<file path="config.mk">
export PLATFORM = sky130hd
export DESIGN_NAME = cache_read_engine
export DESIGN_NICKNAME = d
export VERILOG_FILES = /design/src/rtl/cre_pkg.sv /design/src/rtl/cre_array_model.sv /design/src/rtl/cre_page_regs.sv /design/src/rtl/cre_ctrl.sv /design/src/rtl/cache_read_engine.sv
export SDC_FILE = /design/constraint.sdc
export NUM_CORES = 1
export LEC_CHECK = 0
export ABC_AREA = 1
export BUFFER_PORTS_ARGS = -buffer_cell sky130_fd_sc_hd__buf_2
export CAP_MARGIN = 20
export CORE_AREA = 10 10 211 213
export DETAILED_ROUTE_END_ITERATION = 6
export DIE_AREA = 0 0 221 223
export MAX_ROUTING_LAYER = met4
export PLACE_DENSITY = 0.53
export SYNTH_ARGS = -nofsm -noshare
export SYNTH_HDL_FRONTEND = slang
export SYNTH_SLANG_ARGS = --single-unit
</file>
<file path="constraint.sdc">
create_clock -name clk -period 2.9 [get_ports clk]
set_input_delay 0.58 -clock clk [delete_from_list [all_inputs] [get_ports clk]]
set_output_delay 0.58 -clock clk [all_outputs]
set_load 0.02 [all_outputs]
</file>
<file path="src/rtl/cre_pkg.sv">
package cre_pkg;
   localparam logic [7:0] OP_READ    = 8'h00;
   localparam logic [7:0] OP_CONFIRM = 8'h30;
   localparam logic [7:0] OP_CACHE   = 8'h31;
   localparam logic [7:0] OP_LAST    = 8'h3F;

   typedef enum logic [2:0] {
      ST_IDLE,
      ST_ADDR,
      ST_LOAD,
      ST_WAIT,
      ST_COPY
   } cre_state_e;
endpackage

</file>
<file path="src/rtl/cre_array_model.sv">
module cre_array_model #(
   parameter int PAGE_AW    = 10,
   parameter int PAGE_BYTES = 16,
   parameter int READ_LAT   = 20,
   parameter int PAT_MUL    = 37,
   parameter int PAT_STEP   = 5,
   parameter int PAT_OFS    = 1
) (
   input  logic                      clk,
   input  logic                      rst_n,
   input  logic                      start,
   input  logic [PAGE_AW-1:0]        page,
   output logic                      busy,
   output logic                      done,
   output logic [PAGE_BYTES*8-1:0]   row
);
   localparam int RL_W = $clog2(READ_LAT + 1);

   logic [RL_W-1:0]    cnt_q;
   logic [PAGE_AW-1:0] page_q;

   always_ff @(posedge clk or negedge rst_n) begin
      if (!rst_n) begin
         busy   <= 1'b0;
         cnt_q  <= '0;
         page_q <= '0;
      end else if (start) begin
         busy   <= 1'b1;
         cnt_q  <= RL_W'(READ_LAT - 1);
         page_q <= page;
      end else if (busy) begin
         if (cnt_q == '0) busy <= 1'b0;
         else             cnt_q <= cnt_q - 1'b1;
      end
   end

   assign done = busy && (cnt_q == '0);

   // pattern source: one byte lane per column
   for (genvar c = 0; c < PAGE_BYTES; c++) begin : g_lane
      assign row[8*c +: 8] = 8'((32'(page_q) * PAT_MUL) + (c * PAT_STEP) + PAT_OFS);
   end
endmodule

</file>
<file path="src/rtl/cre_page_regs.sv">
module cre_page_regs #(
   parameter int PAGE_BYTES = 16
) (
   input  logic                      clk,
   input  logic                      rst_n,
   input  logic                      load,
   input  logic [PAGE_BYTES*8-1:0]   row,
   input  logic                      copy,
   input  logic                      strobe,
   input  logic                      ready,
   output logic [7:0]                rd_data
);
   localparam int COL_W = $clog2(PAGE_BYTES);

   logic [PAGE_BYTES*8-1:0] dreg_q;
   logic [PAGE_BYTES*8-1:0] cache_q;
   logic [COL_W-1:0]        col_q;

   always_ff @(posedge clk or negedge rst_n) begin
      if (!rst_n) dreg_q <= '0;
      else if (load) dreg_q <= row;
   end

   always_ff @(posedge clk or negedge rst_n) begin
      if (!rst_n) begin
         cache_q <= '0;
         col_q   <= '0;
      end else if (copy) begin
         cache_q <= dreg_q;
         col_q   <= '0;
      end else if (strobe && ready) begin
         col_q   <= col_q + 1'b1;
      end
   end

   assign rd_data = cache_q[{col_q, 3'b000} +: 8];
endmodule

</file>
<file path="src/rtl/cre_ctrl.sv">
module cre_ctrl
   import cre_pkg::*;
#(
   parameter int PAGE_AW     = 10,
   parameter int BLK_LG2     = 2,
   parameter int ADDR_CYCLES = 2,
   parameter int COPY_LAT    = 3
) (
   input  logic               clk,
   input  logic               rst_n,
   input  logic               cmd_valid,
   input  logic               cmd_is_addr,
   input  logic [7:0]         cmd_byte,
   input  logic               arr_busy,
   input  logic               arr_done,
   output logic               arr_start,
   output logic [PAGE_AW-1:0] arr_page,
   output logic               copy_fire,
   output logic               busy_n,
   output logic               err_flag,
   output logic               boundary_flag,
   output logic               dreg_valid
);
   localparam int CNT_W = $clog2(ADDR_CYCLES + 1);
   localparam int CL_W  = $clog2(COPY_LAT + 1);
   localparam logic [CNT_W-1:0] ACNT_MAX = CNT_W'(ADDR_CYCLES);

   cre_state_e         st_q, st_d;
   logic [CNT_W-1:0]   acnt_q, acnt_d;
   logic [PAGE_AW-1:0] acc_q, acc_d;
   logic [PAGE_AW-1:0] page_q, page_d;
   logic [CL_W-1:0]    ccnt_q, ccnt_d;
   logic               wlast_q, wlast_d;
   logic               err_q, err_d;
   logic               bnd_q, bnd_d;
   logic               dv_q, dv_d;
   logic               copy_req, copy_last;
   logic               is_cmd, is_adr, is_cache_op;
   logic [PAGE_AW-1:0] nxt_page;

   assign is_cmd      = cmd_valid && !cmd_is_addr;
   assign is_adr      = cmd_valid && cmd_is_addr;
   assign is_cache_op = (cmd_byte == OP_CACHE) || (cmd_byte == OP_LAST);
   assign nxt_page    = page_q + 1'b1;

   always_comb begin
      st_d      = st_q;
      acnt_d    = acnt_q;
      acc_d     = acc_q;
      page_d    = page_q;
      ccnt_d    = ccnt_q;
      wlast_d   = wlast_q;
      err_d     = err_q;
      bnd_d     = bnd_q;
      dv_d      = dv_q;
      arr_start = 1'b0;
      arr_page  = page_q;
      copy_fire = 1'b0;
      copy_req  = 1'b0;
      copy_last = 1'b0;

      if (arr_done) dv_d = 1'b1;

      unique case (st_q)
         ST_IDLE: begin
            if (is_cmd && cmd_byte == OP_READ && !arr_busy) begin
               st_d   = ST_ADDR;
               acnt_d = '0;
               acc_d  = '0;
            end else if (is_cmd && is_cache_op) begin
               if (dv_q) begin
                  copy_req  = 1'b1;
                  copy_last = (cmd_byte == OP_LAST);
               end else if (arr_busy) begin
                  st_d    = ST_WAIT;
                  wlast_d = (cmd_byte == OP_LAST);
               end else begin
                  err_d   = 1'b1;
               end
            end
         end
         ST_ADDR: begin
            if (is_adr && acnt_q < ACNT_MAX) begin
               acc_d  = acc_q | (PAGE_AW'(cmd_byte) << {acnt_q, 3'b000});
               acnt_d = acnt_q + 1'b1;
            end else if (is_cmd && cmd_byte == OP_READ) begin
               acnt_d = '0;
               acc_d  = '0;
            end else if (is_cmd && cmd_byte == OP_CONFIRM && acnt_q == ACNT_MAX) begin
               arr_start = 1'b1;
               arr_page  = acc_q;
               page_d    = acc_q;
               dv_d      = 1'b0;
               bnd_d     = 1'b0;
               st_d      = ST_LOAD;
            end
         end
         ST_LOAD: begin
            if (arr_done) st_d = ST_IDLE;
         end
         ST_WAIT: begin
            if (dv_q) begin
               copy_req  = 1'b1;
               copy_last = wlast_q;
            end
         end
         ST_COPY: begin
            if (ccnt_q == '0) st_d = ST_IDLE;
            else              ccnt_d = ccnt_q - 1'b1;
         end
         default: st_d = ST_IDLE;
      endcase

      if (copy_req) begin
         copy_fire = 1'b1;
         dv_d      = 1'b0;
         st_d      = ST_COPY;
         ccnt_d    = CL_W'(COPY_LAT - 1);
         if (!copy_last) begin
            if (nxt_page[BLK_LG2-1:0] == '0) begin
               bnd_d = 1'b1;
            end else begin
               arr_start = 1'b1;
               arr_page  = nxt_page;
               page_d    = nxt_page;
            end
         end
      end
   end

   always_ff @(posedge clk or negedge rst_n) begin
      if (!rst_n) begin
         st_q    <= ST_IDLE;
         acnt_q  <= '0;
         acc_q   <= '0;
         page_q  <= '0;
         ccnt_q  <= '0;
         wlast_q <= 1'b0;
         err_q   <= 1'b0;
         bnd_q   <= 1'b0;
         dv_q    <= 1'b0;
      end else begin
         st_q    <= st_d;
         acnt_q  <= acnt_d;
         acc_q   <= acc_d;
         page_q  <= page_d;
         ccnt_q  <= ccnt_d;
         wlast_q <= wlast_d;
         err_q   <= err_d;
         bnd_q   <= bnd_d;
         dv_q    <= dv_d;
      end
   end

   assign busy_n        = (st_q == ST_IDLE) || (st_q == ST_ADDR);
   assign err_flag      = err_q;
   assign boundary_flag = bnd_q;
   assign dreg_valid    = dv_q;
endmodule

</file>
<file path="src/rtl/cache_read_engine.sv">
module cache_read_engine #(
   parameter int PAGE_BYTES = 16,
   parameter int PAGE_AW    = 10,
   parameter int BLK_LG2    = 2,
   parameter int READ_LAT   = 20,
   parameter int COPY_LAT   = 3,
   parameter int PAT_MUL    = 37,
   parameter int PAT_STEP   = 5,
   parameter int PAT_OFS    = 1
) (
   input  logic       clk,
   input  logic       rst_n,
   input  logic       cmd_valid,
   input  logic       cmd_is_addr,
   input  logic [7:0] cmd_byte,
   input  logic       rd_strobe,
   output logic [7:0] rd_data,
   output logic       busy_n,
   output logic       err_flag,
   output logic       boundary_flag
);
   localparam int ADDR_CYCLES = (PAGE_AW + 7) / 8;

   if (PAGE_BYTES < 2 || (PAGE_BYTES & (PAGE_BYTES - 1)) != 0) begin : g_bad_page
      $error("PAGE_BYTES must be a power of two of at least 2");
   end
   if (BLK_LG2 < 1 || BLK_LG2 >= PAGE_AW) begin : g_bad_blk
      $error("BLK_LG2 must lie in 1..PAGE_AW-1");
   end
   if (READ_LAT < 1 || COPY_LAT < 1) begin : g_bad_lat
      $error("READ_LAT and COPY_LAT must be at least 1");
   end

   logic                    arr_start, arr_busy, arr_done;
   logic [PAGE_AW-1:0]      arr_page;
   logic [PAGE_BYTES*8-1:0] arr_row;
   logic                    copy_fire, dreg_valid;

   cre_ctrl #(
      .PAGE_AW(PAGE_AW), .BLK_LG2(BLK_LG2),
      .ADDR_CYCLES(ADDR_CYCLES), .COPY_LAT(COPY_LAT)
   ) u_ctrl (
      .clk(clk), .rst_n(rst_n),
      .cmd_valid(cmd_valid), .cmd_is_addr(cmd_is_addr), .cmd_byte(cmd_byte),
      .arr_busy(arr_busy), .arr_done(arr_done),
      .arr_start(arr_start), .arr_page(arr_page),
      .copy_fire(copy_fire), .busy_n(busy_n),
      .err_flag(err_flag), .boundary_flag(boundary_flag),
      .dreg_valid(dreg_valid)
   );

   cre_array_model #(
      .PAGE_AW(PAGE_AW), .PAGE_BYTES(PAGE_BYTES), .READ_LAT(READ_LAT),
      .PAT_MUL(PAT_MUL), .PAT_STEP(PAT_STEP), .PAT_OFS(PAT_OFS)
   ) u_array (
      .clk(clk), .rst_n(rst_n),
      .start(arr_start), .page(arr_page),
      .busy(arr_busy), .done(arr_done), .row(arr_row)
   );

   cre_page_regs #(
      .PAGE_BYTES(PAGE_BYTES)
   ) u_regs (
      .clk(clk), .rst_n(rst_n),
      .load(arr_done), .row(arr_row),
      .copy(copy_fire), .strobe(rd_strobe), .ready(busy_n),
      .rd_data(rd_data)
   );
endmodule

</file>
==> flow_metrics.tcl <==
set metrics [dict create \
    status "complete, but fails checks" \
    violations "negative setup slack" \
    clock_latency_ns 0.55 \
    utilization_pct 35.0 \
    yosys_warnings 0 \
    synthToLayoutAreaGrowth_pct 18.5 \
    relSlewSlack_pct 47.4 \
    max-clock-path-buffers 3 \
    grt_use_total_pct 12.7 \
    yosysMostFrequentCell "nand2_1" \
    ir_drop_mv 0.534 \
    final_max_slew_viol_count 0 \
    finalSetupViolCount 16 \
    async_flop_share_pct 100 \
    min_path_type "primary input to flip-flop" \
    yosys-top-cells-area "dfrtp_1 49%, nand2_1 14%, o21ai_0 7.9%" \
    nNetsFinal 1560 \
    die_h_microns 223 \
    cp_slowest_cell "fa_1" \
    fin_ws_ns -0.0475 \
    finalWirelength_mm 31.1 \
    start_util_pct 29.5 \
    total_leakage_power_nw 6.86 \
    syn_area_sq_um 11900 \
    drt_first_pass_iters 5 \
    fin_crit_sh_pct 102 \
    dieArea_sq_um 49300 \
    yosysUniqueCellTypes 45 \
    crit_path_max_incr_delay_ns 0.51 \
    clkTransAtPathRegs_ns 0.06 \
    synth_nets 1521 \
    synth_cells 1466 \
    yosysSeqAreaShare_pct 48.9 \
    rows 74 \
    cts_buffers 28 \
    cp-start-kind "flip-flop" \
    required_ns 3.33 \
    portBuffers 23 \
    clock-root-buffer "clkbuf_16" \
    viasPerCell 4.66 \
    drive_gt1_share_pct 13.2 \
    avgSynthCellArea_sq_um 8.13 \
    ys_top_cells_by_count "429 x nand2_1, 233 x dfrtp_1, 189 x o21ai_0" \
    drc 0 \
    final_cells 2057 \
    grt_pass1_wl_mm 51.2 \
    grt_overflow_total 0 \
    yosysTopAreaCell "dfrtp_1" \
    io_pins 24 \
    chipWidth_microns 221 \
    cts_tree "built" \
    grt_pass1_vias 9485 \
    grt_max_degree 113 \
    finalHoldViolations 0 \
    htreeDepth 1 \
    antenna_left 0 \
    dp_cells 1999 \
    worst-path-max-fanout 6 \
    synth_edf_count 0 \
    endpoint_kind "flip-flop" \
    cellPowerDensity_nw_per_um2 1110 \
    maxCapViolations 0 \
    skew_ns 0.0136 \
    worstPathCellList "ha_4 > ha_4 > inv_2 > fa_1 > inv_2 > ha_4 > a21oi_2 > nand2_1 > buf_4 > nand2_2 > nand4_1 > buf_4 > nand2_8 > buf_12 > nand2_2 > nand3_2 > nand2_1" \
    crit_arrival_ns 3.38 \
    via_count 9585 \
    dp_hpwl_mm 20.2 \
    timing.final.crit_period_ns 2.95 \
    nFillCells 4268 \
    clkSinkCount 233 \
    ys_seq_elements 233 \
    finalInstanceArea_sq_um 14100 \
    critical_path_class "flip-flop to flip-flop" \
    antenna_found_initial 0 \
    placed_area_sq_um 12800 \
    coreArea_sq_um 40400 \
    cp_common_cell "ha_4" \
    fmaxAchievable_ghz 0.339 \
    synth_largest_type_area_fraction_pct 48.9 \
    rsz0062_at_grt "true" \
    place.gp.congestion 0.841 \
    worst_pin_slew_ns 0.788 \
    wl_per_cell_microns 15.1 \
    first_iter_violations 741 \
    synth_ff_type "dfrtp_1" \
    antennaDiodeCount 0 \
]
==> cell usage in the layout, fill, tap and decap left out, types with 6 or more instances in the layout <==
cell type	instances
nand2_1	409
dfrtp_1	233
o21ai_0	183
inv_1	148
nand3_1	81
a21oi_1	65
nor2_1	50
xor2_1	43
buf_4	43
ha_1	36
clkbuf_16	28
buf_2	22
nand2_2	20
o21a_1	16
nand3_2	12
o22ai_1	9
buf_12	9
nor2_2	7
nor3_1	7
clkbuf_1	7
inv_2	6
nand4_1	6
nand2_4	6
==> timing repair <==
action                                  CTS  global route
endpoints found under the setup margin   32            37
endpoints found under the hold margin    44             0
hold buffers                              1             0
gates cloned                              2             0
buffers inserted                          4             1
resized for setup                        21            52
pin swaps                                13            19
==> critical path: cells and delay by family, from the launching register on <==
family | cells | cell delay [ns]
adder cells (fa/ha/maj) | 4 | 1.27
buffers and inverters | 5 | 0.52
AND/OR/NAND/NOR | 7 | 0.52
flip-flops | 1 | 0.41
AO/OA/AOI/OAI | 1 | 0.12
==> metal layers <==
metal / share of wire, % / track usage (%) / vias to the layer above
met4: 2.0 / 3.51 / 0
li1: - / - / 4771
met2: 46 / 20.0 / 138
met3: 3.5 / 1.88 / 41
met1: 48 / 16.8 / 4635
met5: 0 / - / -
==> per-stage QoR <==
step           power, mW  setup TNS [ns]  hold WS, ns  worst slack, ns
2_1_floorplan       9.48               0        0.284           0.0107
3_3_place_gp        11.7          -0.483        0.449          -0.0611
3_5_place_dp        11.7          -0.810        0.453          -0.0812
4_1_cts             15.6         -0.0385        0.305          -0.0115
5_1_grt             17.0           -3.16        0.334           -0.175
6_report            15.7          -0.433        0.333          -0.0475
==> sequential cells by signal, summed over array words and instances (netlist names), 2 cells and up <==
register	cells
u_ctrl.st_q	3
u_regs.col_q	4
u_ctrl.ccnt_q	2
u_ctrl.acc_q	8
u_regs.cache_q	94
u_array.cnt_q	5
u_regs.dreg_q	94
u_ctrl.acnt_q	2
u_array.page_q	8
u_ctrl.page_q	8
==> worst paths after layout <==
| path | start | end | slack, ns | cells past startpoint |
|---|---|---|---|---|
| min reg2reg | u_regs.cache_q[95] | u_regs.cache_q[95] | 0.46 | 2 |
| max | u_array.page_q[6] | u_regs.dreg_q[7] | -0.05 | 17 |
| min | rd_strobe | u_regs.col_q[1] | 0.33 | 3 |
| max in group asynchronous | rst_n | u_regs.dreg_q[71] | 1.49 | 3 |
| max reg2reg | u_array.page_q[6] | u_regs.dreg_q[7] | -0.05 | 17 |
| min in group asynchronous | rst_n | u_regs.cache_q[74] | 0.52 | 2 |
==> where the power goes <==
part           leakage [nW]  internal, mW  switching [mW]  total (mW)
Sequential             3.06          4.39           0.626        5.02
Combinational          3.33          2.63            4.47        7.10
Clock                 0.462          2.23            1.39        3.62
Total                  6.86          9.26            6.48        15.7
==> cells by family after synthesis <==
logic type | after synthesis | synth area share (%)
compound gates | 290 | 12.8
xor+xnor | 48 | 3.53
fa+ha+maj | 42 | 4.53
buf+inv | 232 | 8.38
flops | 233 | 48.9
simple gates | 621 | 21.9
==> layout make-up <==
class                      instances  area, sq um  share of cell area, %
timing repair buffer              83          753                   5.33
clock inverter                    11          175                   1.24
clock buffer                      39          782                   5.54
multi-input combinational       1001         5320                   37.6
tap                              532          666                   4.71
sequential                       233         5830                   41.3
inverter                         158          602                   4.26
No activity file was read; power rests on OpenSTA's default activity.
